===== src/rtl/clkgate_pkg.sv =====
package clkgate_pkg;
    localparam int NCH    = 4;
    localparam int REG_W  = 8;
    localparam int NREG   = 8;
    localparam int ADDR_W = $clog2(NREG);

    localparam int A_DIS   = 0;
    localparam int A_MASK  = 1;
    localparam int A_DST01 = 2;
    localparam int A_DST23 = 3;
    localparam int A_CTRL0 = 4;

    localparam int B_PDN = 7;
    localparam int B_INV = 4;
    localparam int B_SRC = 2;

    typedef enum logic [1:0] {
        SRC_XTAL = 2'b00,
        SRC_EXT  = 2'b01,
        SRC_RSVD = 2'b10,
        SRC_DIV  = 2'b11
    } src_e;

    typedef enum logic [1:0] {
        OFF_LOW  = 2'b00,
        OFF_HIGH = 2'b01,
        OFF_HIZ  = 2'b10,
        OFF_NONE = 2'b11
    } off_e;

    // bit position of a channel in the disable and mask registers
    function automatic int dis_pos(input int ch);
        case (ch)
            0:       return 1;
            1:       return 2;
            2:       return 5;
            default: return 7;
        endcase
    endfunction

    // low bit of a channel's disable code within its byte
    function automatic int dst_pos(input int ch);
        case (ch)
            0:       return 2;
            1:       return 4;
            2:       return 2;
            default: return 6;
        endcase
    endfunction

    typedef struct packed {
        logic [NREG-1:0][REG_W-1:0] regs;
    } cfg_t;
endpackage


===== src/rtl/clkgate_cfg.sv =====
module clkgate_cfg
    import clkgate_pkg::*;
(
    input  logic              clk,
    input  logic              rst_n,
    input  logic              cfg_we,
    input  logic [ADDR_W-1:0] cfg_addr,
    input  logic [REG_W-1:0]  cfg_wdata,
    output logic [REG_W-1:0]  cfg_rdata,
    output logic [NCH-1:0]    ch_pdn,
    output logic [NCH-1:0]    ch_inv,
    output logic [NCH-1:0][1:0] ch_src,
    output logic [NCH-1:0][1:0] ch_off,
    output logic [NCH-1:0]    ch_dis,
    output logic [NCH-1:0]    ch_mask
);
    cfg_t cfg_d, cfg_q;

    always_comb begin
        cfg_d = cfg_q;
        if (cfg_we) begin
            cfg_d.regs[cfg_addr] = cfg_wdata;
        end
    end

    always_ff @(posedge clk or negedge rst_n) begin
        if (!rst_n) begin
            cfg_q <= '0;
        end else begin
            cfg_q <= cfg_d;
        end
    end

    assign cfg_rdata = cfg_q.regs[cfg_addr];

    for (genvar g = 0; g < NCH; g++) begin : g_field
        localparam int DP = dis_pos(g);
        localparam int OP = dst_pos(g);
        localparam int OA = (g < 2) ? A_DST01 : A_DST23;
        assign ch_dis[g]  = cfg_q.regs[A_DIS][DP];
        assign ch_mask[g] = cfg_q.regs[A_MASK][DP];
        assign ch_off[g]  = cfg_q.regs[OA][OP+1:OP];
        assign ch_pdn[g]  = cfg_q.regs[A_CTRL0+g][B_PDN];
        assign ch_inv[g]  = cfg_q.regs[A_CTRL0+g][B_INV];
        assign ch_src[g]  = cfg_q.regs[A_CTRL0+g][B_SRC+1:B_SRC];
    end

    // a write is visible on the read port one edge later
    a_r2_write_lands: assert property (@(posedge clk) disable iff (!rst_n)
        cfg_we |=> (cfg_q.regs[$past(cfg_addr)] == $past(cfg_wdata)));

    // nothing changes without a write
    a_r2_hold: assert property (@(posedge clk) disable iff (!rst_n)
        !cfg_we |=> $stable(cfg_q));
endmodule


===== src/rtl/clkgate_chan.sv =====
module clkgate_chan
    import clkgate_pkg::*;
(
    input  logic       clk,
    input  logic       rst_n,
    input  logic       pdn,
    input  logic       inv,
    input  logic [1:0] src,
    input  logic [1:0] off,
    input  logic       dis_bit,
    input  logic       mask_bit,
    input  logic       pin_dis,
    input  logic       xtal_clk,
    input  logic       ext_clk,
    input  logic       div_clk,
    output logic       val,
    output logic       oe
);
    logic sel_clk;
    logic pol_clk;
    logic shut;

    always_comb begin
        case (src_e'(src))
            SRC_XTAL: sel_clk = xtal_clk;
            SRC_EXT:  sel_clk = ext_clk;
            SRC_DIV:  sel_clk = div_clk;
            default:  sel_clk = 1'b0;
        endcase
        pol_clk = (src_e'(src) == SRC_RSVD) ? 1'b0 : (sel_clk ^ inv);
        shut    = (dis_bit | (pin_dis & ~mask_bit)) & (off_e'(off) != OFF_NONE);

        val = pol_clk;
        oe  = 1'b1;
        if (pdn) begin
            val = 1'b0;
            oe  = 1'b0;
        end else if (shut) begin
            case (off_e'(off))
                OFF_LOW:  begin val = 1'b0; oe = 1'b1; end
                OFF_HIGH: begin val = 1'b1; oe = 1'b1; end
                default:  begin val = 1'b0; oe = 1'b0; end
            endcase
        end
    end

    a_r9_pdn_float: assert property (@(posedge clk) disable iff (!rst_n)
        pdn |-> (!oe && !val));

    a_r8_never_off: assert property (@(posedge clk) disable iff (!rst_n)
        (!pdn && off == 2'b11) |-> oe);

    a_r7_float: assert property (@(posedge clk) disable iff (!rst_n)
        (!pdn && dis_bit && off == 2'b10) |-> !oe);

    a_r10_held_high: assert property (@(posedge clk) disable iff (!rst_n)
        (!pdn && dis_bit && off == 2'b01) |-> (oe && val));

    a_r4_rsvd_low: assert property (@(posedge clk) disable iff (!rst_n)
        (!pdn && src == 2'b10 && off == 2'b11) |-> !val);

    a_r6_pin_masked: assert property (@(posedge clk) disable iff (!rst_n)
        (!pdn && !dis_bit && (mask_bit || !pin_dis)) |-> oe);
endmodule


===== src/rtl/clkgate_ctl.sv =====
module clkgate_ctl
    import clkgate_pkg::*;
(
    input  logic              clk,
    input  logic              rst_n,
    input  logic              cfg_we,
    input  logic [ADDR_W-1:0] cfg_addr,
    input  logic [REG_W-1:0]  cfg_wdata,
    output logic [REG_W-1:0]  cfg_rdata,
    input  logic              xtal_clk,
    input  logic              ext_clk,
    input  logic [NCH-1:0]    div_clk,
    input  logic              oe_pin_dis,
    output logic [NCH-1:0]    clk_val,
    output logic [NCH-1:0]    clk_oe
);
    logic [NCH-1:0]      ch_pdn, ch_inv, ch_dis, ch_mask;
    logic [NCH-1:0][1:0] ch_src, ch_off;

    clkgate_cfg u_cfg (
        .clk       (clk),
        .rst_n     (rst_n),
        .cfg_we    (cfg_we),
        .cfg_addr  (cfg_addr),
        .cfg_wdata (cfg_wdata),
        .cfg_rdata (cfg_rdata),
        .ch_pdn    (ch_pdn),
        .ch_inv    (ch_inv),
        .ch_src    (ch_src),
        .ch_off    (ch_off),
        .ch_dis    (ch_dis),
        .ch_mask   (ch_mask)
    );

    for (genvar g = 0; g < NCH; g++) begin : g_ch
        clkgate_chan u_chan (
            .clk      (clk),
            .rst_n    (rst_n),
            .pdn      (ch_pdn[g]),
            .inv      (ch_inv[g]),
            .src      (ch_src[g]),
            .off      (ch_off[g]),
            .dis_bit  (ch_dis[g]),
            .mask_bit (ch_mask[g]),
            .pin_dis  (oe_pin_dis),
            .xtal_clk (xtal_clk),
            .ext_clk  (ext_clk),
            .div_clk  (div_clk[g]),
            .val      (clk_val[g]),
            .oe       (clk_oe[g])
        );
    end
endmodule


===== config.mk =====
export PLATFORM = sky130hd
export DESIGN_NAME = clkgate_ctl
export DESIGN_NICKNAME = d
export VERILOG_FILES = /design/src/rtl/clkgate_pkg.sv /design/src/rtl/clkgate_cfg.sv /design/src/rtl/clkgate_chan.sv /design/src/rtl/clkgate_ctl.sv
export SDC_FILE = /design/constraint.sdc
export NUM_CORES = 1
export LEC_CHECK = 0
export ABC_AREA = 1
export BUFFER_PORTS_ARGS = -buffer_cell sky130_fd_sc_hd__buf_2
export CORE_MARGIN = 1
export CORE_UTILIZATION = 46
export CTS_CLUSTER_DIAMETER = 50
export DETAILED_ROUTE_END_ITERATION = 8
export PLACE_DENSITY_LB_ADDON = 0.3
export SLEW_MARGIN = 20
export SYNTH_ARGS = -nofsm -noshare
export SYNTH_HDL_FRONTEND = slang
export SYNTH_HIERARCHICAL = 1
export SYNTH_SLANG_ARGS = --single-unit

===== constraint.sdc =====
create_clock -name clk -period 1.35 [get_ports clk]
set_input_delay 0.27 -clock clk [delete_from_list [all_inputs] [get_ports clk]]
set_output_delay 0.27 -clock clk [all_outputs]
set_load 0.05 [all_outputs]

# Word-level counts from Yosys, hierarchy flattened
# Cells that the tools add are included.
totals:
  ff_bits: 64
  in_bits: 21
  out_inout_bits: 16
  elab_cells: 100
op_classes:
  order_cmp: 2
  eq_ne: 20
  n_mux: 37
  bitwise: 20
  n_reduce_logical: 13
ops:
  columns: ["operator", "n"]
  rows:
  - ["$bwmux 64", 1]
  - ["$mux 1", 28]
  - ["$bmux 8 s3", 1]
  - ["$demux 8 s3", 1]
  - ["$eq 2x1->1 const B", 8]
  - ["$eq 2x2->1 const B", 8]
  - ["$logic_not 2->1", 8]
  - ["$mux 8", 2]
  - ["$pmux 1 s3", 4]
  - ["$and 1x1->1", 8]
  - ["$ne 2x2->1 const B", 4]
  - ["$reduce_or 2->1", 4]
  - ["$lt 3x4->1 const B", 1]
  - ["$not 1->1", 4]
  - ["$or 1x1->1", 4]
  - ["$xor 1x1->1", 4]
  - ["$ge 3x1->1 const B", 1]
  - ["$logic_and 1x1->1", 1]

# Longest topological paths before layout
depth:
  depth_word: 6
  ltp_mapped: 9
  depth_no_buf: 7

# Cells and area by module
# The synthesis kept the hierarchy.
by_module_without_submodules:
  columns: ["mod", "instances", "cells_each", "area_each_um2", "seq_area_each_um2"]
  rows:
  - ["clkgate_cfg", 1, 451, 3378.2, 1601.5]
  - ["clkgate_chan", 4, 23, 126.4, 0.0]

# Least setup slack after synthesis
# OpenSTA, ideal clock, no wires.
synth_timing:
  path_type: "register -> output"
  from: "register u_cfg.cfg_q (netlist bit u_cfg/ch_src[1])"
  to: "output port clk_val[0]"
  arrival_time_ns: 1.324
  required_time_ns: 1.080
  setup_slack_ns: -0.244
  stages_incl_launch_ff: 9
  n_path_buf: 1
  path_cell_list: "dfrtp_1 > buf_4 > inv_2 > nand2_1 > nand2_1 > nand2_1 > nand2_1 > nand3_2 > a21oi_2"
synth_between:
  elab_chain_len: 6
  word_cells_on_any_way: 9
  cone_classes: "eq/ne: 3; mux: 4; bitwise: 1; reduce/logical: 1"
synth_rtl:
  columns: ["element", "line", "source"]
  rows:
  - ["start, declared", "clkgate_cfg.sv:17", "cfg_t cfg_d, cfg_q;"]
  - ["start signal, assigned", "clkgate_cfg.sv:30", "cfg_q <= cfg_d;"]
  - ["$eq 2x2->1 (tied with other cells)", "clkgate_chan.sv:24", "case (src_e'(src))"]
  - ["$pmux 1 s3", "clkgate_chan.sv:24", null]
  - ["$xor 1x1->1", "clkgate_chan.sv:30", "pol_clk = (src_e'(src) == SRC_RSVD) ? 1'b0 : (sel_clk ^ inv);"]
  - ["$mux 1 *", "clkgate_chan.sv:30", null]
  - ["$mux 1 *", "clkgate_chan.sv:38", "end else if (shut) begin"]
  - ["$mux 1 *", "clkgate_chan.sv:35", "if (pdn) begin"]
  - ["end, declared", "clkgate_ctl.sv:14", "output logic [NCH-1:0] clk_val,"]
# Every way passes the cells marked *; elsewhere a longest branch is shown, timed or not.

# Worst setup path after layout
layout_timing:
  from: "register u_cfg.cfg_q (netlist bit u_cfg/ch_src[5])"
  to: "output port clk_val[2]"
# Same word-level chain as after synthesis.

==> flow_summary_export.csv <==
group,metric,value,unit
status,status,"complete, but fails checks",
status,violations,"negative setup slack",
placement,gp_congestion,0.825,
routing,post-route-drc-count,0,
placement,hpwlAfterDp,6770,um
hold_path,whs_path_depth,3,
routing,vias,3378,
logic_synthesis,synth_cell_types,18,
grt,grt_pass1_vias,3210,
die,core-area,0.00818,mm2
sta,min_period_over_period,1.30,
hold_path,min_delay_worst_endpoint,"u_cfg/ch_src[6]$_DFFE_PN0P_",
sta,hold_viol,0,
routing,drt_iter0_drc,202,
layout,final_common_cell,"nand2_1",
worst_setup_path,worstSetupEndpointType,"output port",
logic_synthesis,syn_inst,543,
layout,final_cell_mix,"nand2_1 (182), o21ai_1 (63), dfrtp_1 (62)",
sta,drv_slew,0,
layout,final_layout_size_suffix_gt1_frac,0.355,
logic_synthesis,ys_seq_area_frac,0.412,
clocking,clock_tree.buffer_depth,2,
layout,area_growth,26.5,%
die,num_rows,33,
layout,fin_cells,702,
worst_setup_path,critPathSlowestCell,"dfrtp_1",
sta,worst_pin_slew,374,ps
clocking,htree_num_levels,3,
clocking,clk_pin_slew,70,ps
grt,grt_pass1_wl,15800,um
power,power.total,6.69,mW
layout,stdcell_area,0.00491,mm2
clocking,cts_buffers,9,
grt,grt_max_degree,36,
logic_synthesis,synth.area.top_cells,"dfrtp_1 (41%), nand2_1 (21%), o21ai_1 (8.1%)",
power,vdd_drop_max,725,uV
worst_setup_path,criticalPathCategory,"reg2out",
clocking,cts.sinks,64,
sta,layout_setup_ws,-404,ps
layout,final_nets,614,
logic_synthesis,yosysTopAreaCell,"dfrtp_1",
logic_synthesis,netlist_area,0.00388,mm2
die,die_h,93.9,um
worst_setup_path,ff2ff_setup_slack,450,ps
power,power.static_leakage,2.54,nW
worst_setup_path,worstPathArrival,1480,ps
logic_synthesis,syn_nets,564,
worst_setup_path,timing.rr.start,"u_cfg/ch_pdn[2]$_DFFE_PN0P_",
sta,finClkSkew,0,ps
logic_synthesis,ys_ff_latch,64,
hold_path,min_path_type,"in2reg",
worst_setup_path,rr_worst_depth,4,
grt,antenna_found_initial,0,
logic_synthesis,synth_top_cell_area_share,0.412,
routing,wl_per_cell,13.7,um
grt,grt_overflow,0,
sta,rsz0062_at_grt,"true",
hold_path,hold_start,"cfg_wdata[2]",
logic_synthesis,syn_area_per_cell,7.15,um2
grt,grt_use_total,0.243,
worst_setup_path,cp_max_fo,3,
sta,fmax,0.570,GHz
die,initial_core_util,0.475,
placement,placed_area,0.00430,mm2
placement,numPlacedInstances,671,
worst_setup_path,critPathMaxStageDelay,420,ps
worst_setup_path,cp-start-kind,"flip-flop",
die,die_area,0.00881,mm2
power,powerDensity,1360,mW/mm2
worst_setup_path,cp_cell_sequence,"inv_2 -> nand2_2 -> nand2_2 -> nand2_1 -> nand2_1 -> nand3_2 -> a21oi_4 -> buf_6",
die,die_w,93.9,um
sta,relSlewSlack,0.750,
sta,finalCriticalPeriod,1750,ps
clocking,cts_root_buf,"clkbuf_8",
sta,setup_viol,16,
logic_synthesis,synth_warnings,6,
layout,diodes,0,
die,ios,37,
routing,viasPerCell,4.81,
run,drv_cap,0,
routing,first_pass_iters,4,
routing,drtAntennaViolNets,0,
placement,port_buffers,36,
clocking,cts_tree,"built",
worst_setup_path,worstReg2RegEnd,"u_cfg/ch_pdn[2]$_DFFE_PN0P_",
routing,routed_wl,9630,um
clocking,clk_latency,340,ps
worst_setup_path,crit_required,1080,ps
==> synthesized netlist by cell type (all sizes together) <==
master / number
inv: 73
a21oi: 9
a31o: 4
nand3b: 4
nand3: 28
nor2: 9
o21ai: 63
dfrtp: 64
nand2: 239
buf: 50
==> worst max-delay path, delay by kind of cell, from the launching register on <==
family | cells | cell delay (ps)
flops | 1 | 420
simple gates | 5 | 320
buf+inv | 2 | 260
compound gates | 1 | 130
==> metal layers <==
metal | vias to the layer above | share of wire | GRT usage
met5 | - | 0 | 0
met4 | 0 | 0.013 | 0.0936
met3 | 12 | 0.061 | 0.0477
met2 | 79 | 0.49 | 0.398
met1 | 1547 | 0.43 | 0.315
li1 | 1740 | - | -
==> state kept, by name, summed over array words and instances, names as in the netlist <==
signal         count
u_cfg/ch_dis       4
u_cfg/ch_inv       4
u_cfg/ch_src       8
u_cfg/ch_pdn       4
u_cfg/cfg_q       32
u_cfg/ch_off       8
u_cfg/ch_mask      4
==> report_power, final <==
group          total (mW)  internal (mW)  switching (mW)
sequential           2.57           2.28           0.290
combinational        2.75           1.22            1.53
clock                1.37          0.639           0.727
total                6.69           4.14            2.55
==> logic make-up (layout without fill, tap and decap cells) <==
group / count (synthesis) / after routing / synth area share
and+or+nand+nor: 280 / 280 / 0.320
buffers and inverters: 123 / 177 / 0.158
AOI/OAI and AO/OA: 76 / 76 / 0.110
DFF: 64 / 64 / 0.412
==> what timing repair did <==
| item | 4_1_cts | 5_1_grt |
|---|---|---|
| hold endpoints to repair | 11 | 0 |
| hold buffers | 1 | 0 |
| endpoints found under the setup margin | 16 | 16 |
| pin swaps | 16 | 22 |
| resized for setup | 80 | 32 |
| setup buffers | 9 | 6 |
==> area by class of cell <==
class | instances | area (um2)
Inverter | 73 | 289
Multi-Input combinational cell | 356 | 1900
Timing Repair Buffer | 89 | 841
Fill cell | 737 | 3260
Sequential cell | 64 | 1600
Clock inverter | 5 | 25.0
Clock buffer | 10 | 128
Tap cell | 105 | 131
==> through the flow <==
step	TNS, ps	utilization	hold slack (ps)	worst slack (ps)
floorplan	-365	-	-25.6	-95.3
global placement	-5800	0.526	189	-206
detailed placement	-6530	0.526	190	-216
CTS	-4930	0.586	135	-406
global route	-5900	0.601	165	-490
finish	-4720	0.601	152	-404
==> how the worst max path moves through the flow <==
stage	start	slack [ps]	to	depth (start not counted)
after floorplan	u_cfg/ch_src[1]$_DFFE_PN0P_	-100	clk_val[0]	8
after global placement	cfg_addr[1]	-210	cfg_rdata[6]	7
after detailed placement	cfg_addr[1]	-220	cfg_rdata[6]	7
after CTS	u_cfg/ch_src[7]$_DFFE_PN0P_	-410	clk_val[3]	8
after global routing	u_cfg/ch_src[1]$_DFFE_PN0P_	-490	clk_val[0]	8
final	u_cfg/ch_src[5]$_DFFE_PN0P_	-400	clk_val[2]	8
Note: power is estimated with default switching activity, not from simulation.
